**src/rtl/pu_pkg.sv**
```systemverilog
package pu_pkg;
  // per-field update selection, bit order is used for field indexing
  typedef struct packed {
    logic cnd;
    logic si4;
    logic snd;
    logic dst;
  } fsel_t;

  localparam int unsigned N_FIELDS = 4;
  localparam int unsigned F_DST = 0;
  localparam int unsigned F_SND = 1;
  localparam int unsigned F_SI4 = 2;
  localparam int unsigned F_CND = 3;
  localparam int unsigned STEP_W = 3;
endpackage

```
**src/rtl/pu_decode.sv**
```systemverilog
module pu_decode
  import pu_pkg::*;
(
  input  logic       imm_form,
  input  logic [3:0] upd_code,
  output fsel_t      sel,
  output logic       dec
);
  always_comb begin
    sel = '0;
    dec = 1'b0;
    if (imm_form) begin
      // upper two bits belong to the immediate
      unique case (upd_code[1:0])
        2'b00: ;
        2'b01: sel.snd = 1'b1;
        2'b10: sel.dst = 1'b1;
        default: begin sel.cnd = 1'b1; dec = 1'b1; end
      endcase
    end else begin
      unique case (upd_code)
        4'h0: ;
        4'h1: begin sel.snd = 1'b1; sel.si4 = 1'b1; sel.dst = 1'b1; end
        4'h2: begin sel.si4 = 1'b1; dec = 1'b1; end
        4'h3: sel.si4 = 1'b1;
        4'h4: begin sel.snd = 1'b1; sel.si4 = 1'b1; dec = 1'b1; end
        4'h5: begin sel.snd = 1'b1; sel.si4 = 1'b1; end
        4'h6: begin sel.snd = 1'b1; dec = 1'b1; end
        4'h7: sel.snd = 1'b1;
        4'h8: begin sel.dst = 1'b1; sel.si4 = 1'b1; dec = 1'b1; end
        4'h9: begin sel.dst = 1'b1; sel.si4 = 1'b1; end
        4'hA: begin sel.dst = 1'b1; dec = 1'b1; end
        4'hB: sel.dst = 1'b1;
        4'hC: begin sel.dst = 1'b1; sel.snd = 1'b1; dec = 1'b1; end
        4'hD: begin sel.dst = 1'b1; sel.snd = 1'b1; end
        4'hE: begin sel.cnd = 1'b1; dec = 1'b1; end
        default: sel.cnd = 1'b1;
      endcase
    end
  end
endmodule

```
**src/rtl/pu_target.sv**
```systemverilog
module pu_target
  import pu_pkg::*;
#(
  parameter int unsigned N_GEN  = 8,
  parameter int unsigned N_ADDR = 4,
  parameter int unsigned IDX_W  = 4
) (
  input  logic [IDX_W-1:0]  idx,
  input  logic [1:0]        acc_size,
  input  logic              wide32,
  output logic [IDX_W-1:0]  tgt,
  output logic [STEP_W-1:0] step
);
  localparam logic [IDX_W-1:0] ADDR_BASE = IDX_W'(N_GEN);
  localparam logic [IDX_W-1:0] DATA_BASE = IDX_W'(N_GEN + N_ADDR);
  localparam logic [IDX_W-1:0] PAIR_OFS  = IDX_W'(N_ADDR);

  always_comb begin
    if (idx < ADDR_BASE) begin
      tgt  = idx;
      step = STEP_W'(1);
    end else if (idx < DATA_BASE) begin
      tgt  = idx;
      step = wide32 ? STEP_W'(4) : STEP_W'(2);
    end else begin
      // data register: move the paired address register by access size
      tgt = idx - PAIR_OFS;
      unique case (acc_size)
        2'b00:   step = STEP_W'(1);
        2'b01:   step = STEP_W'(2);
        default: step = STEP_W'(4);
      endcase
    end
  end
endmodule

```
**src/rtl/pu_regfile.sv**
```systemverilog
module pu_regfile
  import pu_pkg::*;
#(
  parameter int unsigned XLEN   = 32,
  parameter int unsigned N_REGS = 16,
  parameter int unsigned IDX_W  = 4
) (
  input  logic                     clk,
  input  logic                     rst_n,
  input  logic                     commit,
  input  logic [N_FIELDS-1:0]      en,
  input  logic [IDX_W-1:0]         tgt  [N_FIELDS],
  input  logic [STEP_W-1:0]        step [N_FIELDS],
  input  logic                     dec,
  input  logic                     res_we,
  input  logic [IDX_W-1:0]         res_idx,
  input  logic [XLEN-1:0]          res_data,
  input  logic                     wide32,
  input  logic [IDX_W-1:0]         rd_idx,
  output logic [XLEN-1:0]          rd_data,
  output logic [N_REGS*XLEN-1:0]   rf_flat
);
  localparam int unsigned DW   = $clog2(N_FIELDS * 4 + 1);
  localparam int unsigned HALF = XLEN / 2;
  localparam logic [XLEN-1:0] NARROW = {{(XLEN-HALF){1'b0}}, {HALF{1'b1}}};

  logic [XLEN-1:0] rf_q [N_REGS];
  logic [XLEN-1:0] wmask;

  assign wmask = wide32 ? {XLEN{1'b1}} : NARROW;

  for (genvar j = 0; j < N_REGS; j++) begin : g_reg
    logic [DW-1:0]   delta;
    logic            hit;
    logic            res_hit;
    logic            wr_en;
    logic [XLEN-1:0] base;
    logic [XLEN-1:0] nxt;
    logic [XLEN-1:0] q;

    // next-state: sum every naming that lands here
    always_comb begin
      delta = '0;
      hit   = 1'b0;
      for (int f = 0; f < N_FIELDS; f++) begin
        if (en[f] && (tgt[f] == IDX_W'(j))) begin
          delta = delta + DW'(step[f]);
          hit   = 1'b1;
        end
      end
      res_hit = res_we && (res_idx == IDX_W'(j));
      base    = res_hit ? res_data : q;
      nxt     = (dec ? (base - XLEN'(delta)) : (base + XLEN'(delta))) & wmask;
      wr_en   = commit && (res_hit || hit);
    end

    always_ff @(posedge clk or negedge rst_n) begin
      if (!rst_n) begin
        q <= '0;
      end else if (wr_en) begin
        q <= nxt;
      end
    end

    assign rf_q[j] = q;
    assign rf_flat[j*XLEN +: XLEN] = q;
  end

  assign rd_data = rf_q[rd_idx];
endmodule

```
**src/rtl/postupd_unit.sv**
```systemverilog
module postupd_unit
  import pu_pkg::*;
#(
  parameter int unsigned XLEN   = 32,
  parameter int unsigned N_GEN  = 8,
  parameter int unsigned N_ADDR = 4,
  localparam int unsigned N_REGS = N_GEN + 2 * N_ADDR,
  localparam int unsigned IDX_W  = $clog2(N_REGS)
) (
  input  logic             clk,
  input  logic             rst_n,
  input  logic             commit,
  input  logic             imm_form,
  input  logic [3:0]       upd_code,
  input  logic [IDX_W-1:0] dst_idx,
  input  logic [IDX_W-1:0] snd_idx,
  input  logic [IDX_W-1:0] si4_idx,
  input  logic [IDX_W-1:0] cnd_idx,
  input  logic [1:0]       acc_size,
  input  logic             wide32,
  input  logic             res_we,
  input  logic [XLEN-1:0]  res_data,
  input  logic [IDX_W-1:0] rd_idx,
  output logic [XLEN-1:0]  rd_data
);
  fsel_t                 sel;
  logic                  upd_dec;
  logic [N_FIELDS-1:0]   fld_en;
  logic [IDX_W-1:0]      fld_idx  [N_FIELDS];
  logic [IDX_W-1:0]      fld_tgt  [N_FIELDS];
  logic [STEP_W-1:0]     fld_step [N_FIELDS];
  logic [N_REGS*XLEN-1:0] rf_flat;

  pu_decode u_dec (
    .imm_form (imm_form),
    .upd_code (upd_code),
    .sel      (sel),
    .dec      (upd_dec)
  );

  assign fld_en           = sel;
  assign fld_idx[F_DST]   = dst_idx;
  assign fld_idx[F_SND]   = snd_idx;
  assign fld_idx[F_SI4]   = si4_idx;
  assign fld_idx[F_CND]   = cnd_idx;

  for (genvar f = 0; f < N_FIELDS; f++) begin : g_fld
    pu_target #(
      .N_GEN  (N_GEN),
      .N_ADDR (N_ADDR),
      .IDX_W  (IDX_W)
    ) u_tgt (
      .idx      (fld_idx[f]),
      .acc_size (acc_size),
      .wide32   (wide32),
      .tgt      (fld_tgt[f]),
      .step     (fld_step[f])
    );
  end

  pu_regfile #(
    .XLEN   (XLEN),
    .N_REGS (N_REGS),
    .IDX_W  (IDX_W)
  ) u_rf (
    .clk      (clk),
    .rst_n    (rst_n),
    .commit   (commit),
    .en       (fld_en),
    .tgt      (fld_tgt),
    .step     (fld_step),
    .dec      (upd_dec),
    .res_we   (res_we),
    .res_idx  (dst_idx),
    .res_data (res_data),
    .wide32   (wide32),
    .rd_idx   (rd_idx),
    .rd_data  (rd_data),
    .rf_flat  (rf_flat)
  );
endmodule

```
**config.mk**
```make
export PLATFORM = sky130hd
export DESIGN_NAME = postupd_unit
export DESIGN_NICKNAME = d
export VERILOG_FILES = /design/src/rtl/pu_pkg.sv /design/src/rtl/pu_decode.sv /design/src/rtl/pu_target.sv /design/src/rtl/pu_regfile.sv /design/src/rtl/postupd_unit.sv
export SDC_FILE = /design/constraint.sdc
export NUM_CORES = 2
export LEC_CHECK = 0
export BUFFER_PORTS_ARGS = -buffer_cell sky130_fd_sc_hd__buf_2
export CAP_MARGIN = 10
export CORE_UTILIZATION = 58
export CTS_BUF_LIST = sky130_fd_sc_hd__clkbuf_16
export DETAILED_ROUTE_END_ITERATION = 7
export PLACE_DENSITY = 0.74
export SLEW_MARGIN = 30
export SYNTH_ARGS = -nofsm -noshare
export SYNTH_HDL_FRONTEND = slang
export SYNTH_HIERARCHICAL = 1
export SYNTH_SLANG_ARGS = --single-unit
```
**constraint.sdc**
```tcl
create_clock -name clk -period 10 [get_ports clk]
set_clock_uncertainty 0.1 [all_clocks]
set_input_delay 2.5 -clock clk [delete_from_list [all_inputs] [get_ports clk]]
set_output_delay 2.5 -clock clk [all_outputs]
set_load 0.005 [all_outputs]
```
Yosys cells after proc, flatten, opt, wreduce, memory -nomap -nowiden --
Index checks and enable logic that the tools add are counted.
Word-level totals: register bits 512, output and inout bits 32, logic and storage cells 538, input bits 64
Operators by class: bitwise logic cells 17, $lt $le $gt $ge 9, reduce and logical (&&, ||, !) cells 126, muxes and demuxes 194, add/sub/neg operators 84, equal/unequal tests 92
Operators by type and width (count):
- 32-bit 2-to-1 mux | 35
- 32-bit by 5-bit adder with 32-bit output | 16
- 32-bit AND | 16
- 32-bit by 5-bit subtractor with 32-bit output | 16
- 5-bit 2-to-1 mux | 48
- 4-bit == test (second input constant) | 47
- 5-bit by 3-bit adder with 5-bit output | 32
- 32-bit binary-select mux with 4-bit select | 1
- 4-bit by 3-bit == test with 1-bit output (second input constant) | 24
- 1-bit logical AND | 96
- 1-bit 2-to-1 mux | 75
- 3-bit 2-to-1 mux | 25
- 3-bit by 3-bit adder with 4-bit output | 16
- 4-bit by 2-bit == test with 1-bit output (second input constant) | 12
- 4-bit < comparator (second input constant) | 8
- 4-bit 2-to-1 mux | 8
- 7-bit OR reduction | 4
- 4-bit by 1-bit == test with 1-bit output (second input constant) | 6
- 4-bit logical NOT | 6
- 1-bit logical OR | 16
- 4-bit by 3-bit subtractor with 4-bit output (second input constant) | 4
- 14-bit OR reduction | 1
- 3-bit one-hot mux with 2 select lines | 1
- 5-bit greater-or-equal comparator (second input constant) | 1
- other kinds (6) | 8

Logic depth before layout (Yosys ltp) --
depth after elaboration 15, mapped depth 38, gate-level depth less buffers 36

Cells and area by module --
The synthesis kept the hierarchy.
Modules (own cells, without submodules):
- pu_regfile | cells each 7096, area an instance 61923.1 um^2, times used 1, sequential area each 12812.3 um^2
- pu_target (g_fld[0].u_tgt ...) | cells each 11, area an instance 75.1 um^2, times used 3, sequential area each 0.0 um^2
- pu_decode | cells each 22, area an instance 126.4 um^2, times used 1, sequential area each 0.0 um^2
- pu_target (g_fld[3].u_tgt) | cells each 11, area an instance 70.1 um^2, times used 1, sequential area each 0.0 um^2

Least setup slack after synthesis --
Ideal clock, no wire load.
path kind input -> register, start in imm_form, end reg u_rf.g_reg[0].q[31], setup time 129 ps, path buffers 1, data required time 9771 ps, cell stages on the path 31, arrival 9561 ps, slack 210 ps, cells stage by stage buf_2 > o31ai_1 > or3b_2 > nor2_1 > ha_1 > inv_1 > fa_1 > mux2_2 > fa_1 > xnor2_1 > mux2_2 > ha_1 > nor2b_1 > o211ai_1 > nor3_1 > a31o_2 > a21oi_1 > o221ai_1 > ha_1 > or2_2 > ha_1 > a21o_1 > a21oi_1 > o21ai_0 > o31ai_1 > or3b_2 > a31oi_1 > o21ai_0 > a41oi_1 > xnor2_1 > o21ai_1
Between the ends: longest elaborated chain between the ends 12, elaborated cells on any way between the ends 25, classes of those cells add/sub (5); mux (13); bitwise (1); reduce/logical (6)
Ends and longest elaborated chain:
- start: declaration | RTL line postupd_unit.sv:13 | input logic imm_form,
- 2-bit 2-to-1 mux * | RTL line pu_decode.sv:12 | if (imm_form) begin
- named net fld_en[0] | RTL line postupd_unit.sv:28 | logic [N_FIELDS-1:0] fld_en;
- 1-bit logical AND * | RTL line pu_regfile.sv:46 | if (en[f] && (tgt[f] == IDX_W'(j))) begin
- 3-bit 2-to-1 mux | RTL line pu_regfile.sv:46
- 3-bit by 3-bit adder with 4-bit output | RTL line pu_regfile.sv:47 | delta = delta + DW'(step[f]);
- 5-bit 2-to-1 mux | RTL line pu_regfile.sv:46
- 5-bit by 3-bit adder with 5-bit output | RTL line pu_regfile.sv:47
- 5-bit 2-to-1 mux | RTL line pu_regfile.sv:46
- 5-bit by 3-bit adder with 5-bit output | RTL line pu_regfile.sv:47
- 5-bit 2-to-1 mux | RTL line pu_regfile.sv:46
- 32-bit by 5-bit adder with 32-bit output or 32-bit by 5-bit subtractor with 32-bit output (tied branches) | RTL line pu_regfile.sv:53 | nxt = (dec ? (base - XLEN'(delta)) : (base + XLEN'(delta))) & wmask;
- 32-bit 2-to-1 mux | RTL line pu_regfile.sv:53
- 32-bit AND | RTL line pu_regfile.sv:53
- end signal: assignment | RTL line pu_regfile.sv:61 | q <= nxt;
- end: declaration | RTL line pu_regfile.sv:39 | logic [XLEN-1:0] q;
The timed path passes the listed nets; every way through them passes the cells marked *. A chain may end at the register's enable or synchronous reset.

==> metrics.cfg <==
[run_status]
status=completed

[synth]
synth_top_area_share_pct=20.6
syn_nets=7962
synth.distinct_cells=111
synthMuxAreaShare_pct=17.3
synth_enable_flop_cells=0
async_flop_share_pct=100
synth_common_cells=nand2_1 (830), o21ai_0 (673), ha_1 (672)
synthAdderAreaFrac_pct=15.6
ys.flop_type=dfrtp_1
avgSynthCellArea_um2=8.70
yosysSeqAreaShare_pct=20.6
netlist_area_mm2=0.0623
yosys.area_share.simple_pct=14.5
synth_xor_area_share_pct=7.52
syn_inst=7162
yosysMostFrequentCell=nand2_1
synth_compound_area_share_pct=21.0
ys_warn_count=6
yosys.area.top_type=dfrtp_1
synthTopCellsByArea=dfrtp_1 (21%), ha_1 (13%), mux2_2 (10%), mux4_2 (5.8%), o21ai_0 (5.4%)
synth_top_family_by_area=compound AO/OA/AOI/OAI gates
ys_seq_elements=512

[sta]
timing_hold_violations_final=0
finalSetupViolations=0
min_period_ns=9.80
period_share_pct=98.0
timing.final.ws_setup_ns=0.204
fmax_ghz=0.102
rsz0062_at_grt=true
drv_slew=0
slew_headroom_pct=29.9
tightest_slew_ns=1.04

[floorplanning]
io_pins=96
coreArea_mm2=0.106
die_w_um=330
die_y_um=330
initial_utilization_pct=58.9
dieArea_mm2=0.109
rows=119

[cells_and_area]
fillerInstances=8359
multi_input_area_mm2=0.0477
nets=9153
top_register=u_rf/g.q
drive_gt1_share_pct=28.6
largest_register_ffs=512
register_area_mm2=0.0128
top_regs=u_rf/g.q: 512 flops
area_growth_pct=22.1
fin_area_mm2=0.0761

[worst_setup_path]
endpoint_kind=register
cp-start-kind=primary input
slowest_delay_ns=0.51
crit_family=compound AO/OA/AOI/OAI gates
critPathArrivalTime_ns=10.20
path_buf_inv=8
cp.required_ns=10.41
crit_type=in -> reg
cpMaxStageDelayCell=or3b_2
critPathMaxFanout=5
cp_common_cell=buf_4

[grt]
grt_pass1_wl_mm=364
gr-total-overflow=0
grt_max_degree=155
grt_antenna_before_repair=19
grt_use_total_pct=44.0
grt_pass1_vias=61700

[placement]
placed_cell_area_mm2=0.0738
port_buffers=95
pre_cts_slack_ns=-0.369
gp_congestion=1.04
place_hpwl_mm=190

[min_path]
worst_hold_path_type=reg -> reg

[route]
dr_total_vias=63200
wirelength_mm=244
drtAntennaViolNets=0
dr.first_iter.drc_count=6169
post_drt_wl_per_cell_um=24.9
drtPass1Iterations=6
drc=0
viasPerCell=6.45

[power_and_ir_drop]
power_density_mw_per_mm2=322
ir_drop_mv=0.210
p_total_mw=24.5
p_leak_nw=36.1

[clocking]
root_buffer=clkbuf_16
htreeDepth=3
cts_sinks=512
clock_latency_ns=0.66
cts_resized=0
cts_tree=built
cts.clk_slew.worst_paths_ns=0.06
hold_buffers=0
post_cts_buffers=0
cts_buffer_depth=3
cts_buffers=67

[job]
maxCapViolations=0

report_power, final:
part	switching (mW)	internal, mW	leakage (nW)
combinational	9.01	9.15	28.4
sequential	0.978	2.97	6.63
clock	1.03	1.34	1.08
total	11.0	13.5	36.1
worst register-to-register path: cells and delay by family (launching register included):
kind                       cells  cell delay (ns)
AOI/OAI and AO/OA              9             2.38
adders and majority gates      2             0.64
DFF                            1             0.40
muxes                          1             0.16
xor gates and xnor gates       1             0.16
buffers and inverters          1             0.06
kinds of logic (layout without fill, tap and decap cells):
| family | after synthesis | count (layout) |
|---|---|---|
| mux | 802 | 802 |
| fa+ha+maj | 739 | 739 |
| buf+inv | 584 | 1825 |
| flops | 512 | 512 |
| compound gates | 2078 | 2078 |
| xor+xnor | 531 | 531 |
| other cells | 0 | 7 |
| simple gates | 1916 | 1916 |
area by class of cell:
class | instances | share of cell area (%)
Multi-Input combinational cell | 6066 | 62.6
Sequential cell | 512 | 16.8
Timing Repair Buffer | 1424 | 14.1
Clock buffer | 70 | 2.30
Tap cell | 1391 | 2.29
Inverter | 282 | 1.39
Clock inverter | 49 | 0.404
Antenna cell | 7 | 0.0230
per-stage QoR:
step | util, % | cells | hold WS [ns] | setup TNS (ns)
after floorplan | - | 7162 | 0.350 | 0
after global placement | 69.7 | 9671 | 0.370 | -4.25
after detailed placement | 69.7 | 9672 | 0.385 | -14.51
after CTS | 71.7 | 9791 | 0.398 | 0
after global routing | 71.9 | 9794 | 0.422 | -0.000675
final | 71.9 | 9801 | 0.399 | 0
metal layers:
metal	GRT usage, %	vias to the layer above	wire length, um
met5	0	-	65
met4	23.3	10	14400
met3	9.60	713	25700
met2	67.7	3181	106000
met1	57.9	30500	98000
li1	-	28700	-
cell usage in the layout (no fill, tap or decap), types with 160 or more instances in the layout:
| cell | count |
|---|---|
| a21o_1 | 272 |
| a21oi_1 | 457 |
| buf_4 | 1310 |
| dfrtp_1 | 512 |
| ha_1 | 672 |
| inv_1 | 295 |
| mux2_2 | 564 |
| mux4_2 | 160 |
| nand2_1 | 830 |
| nor2_1 | 313 |
| o21ai_0 | 662 |
| xnor2_1 | 288 |
| xor2_1 | 239 |
path summary, 6_finish.rpt:
| kind | slack [ns] | cells after the start | startpoint | endpoint |
|---|---|---|---|---|
| worst max-delay path | 0.20 | 35 | dst_idx[2] | u_rf/g_reg[5].q[30] |
| worst min-delay path | 0.40 | 2 | u_rf/g_reg[2].q[12] | u_rf/g_reg[2].q[12] |
| worst max register to register | 5.97 | 14 | u_rf/g_reg[6].q[0] | u_rf/g_reg[6].q[28] |
| worst min register to register | 0.40 | 2 | u_rf/g_reg[2].q[12] | u_rf/g_reg[2].q[12] |
| max in group asynchronous | 6.02 | 3 | rst_n | u_rf/g_reg[8].q[25] |
| min in group asynchronous | 1.74 | 1 | rst_n | u_rf/g_reg[1].q[0] |
(Power assumes the default switching activity.)
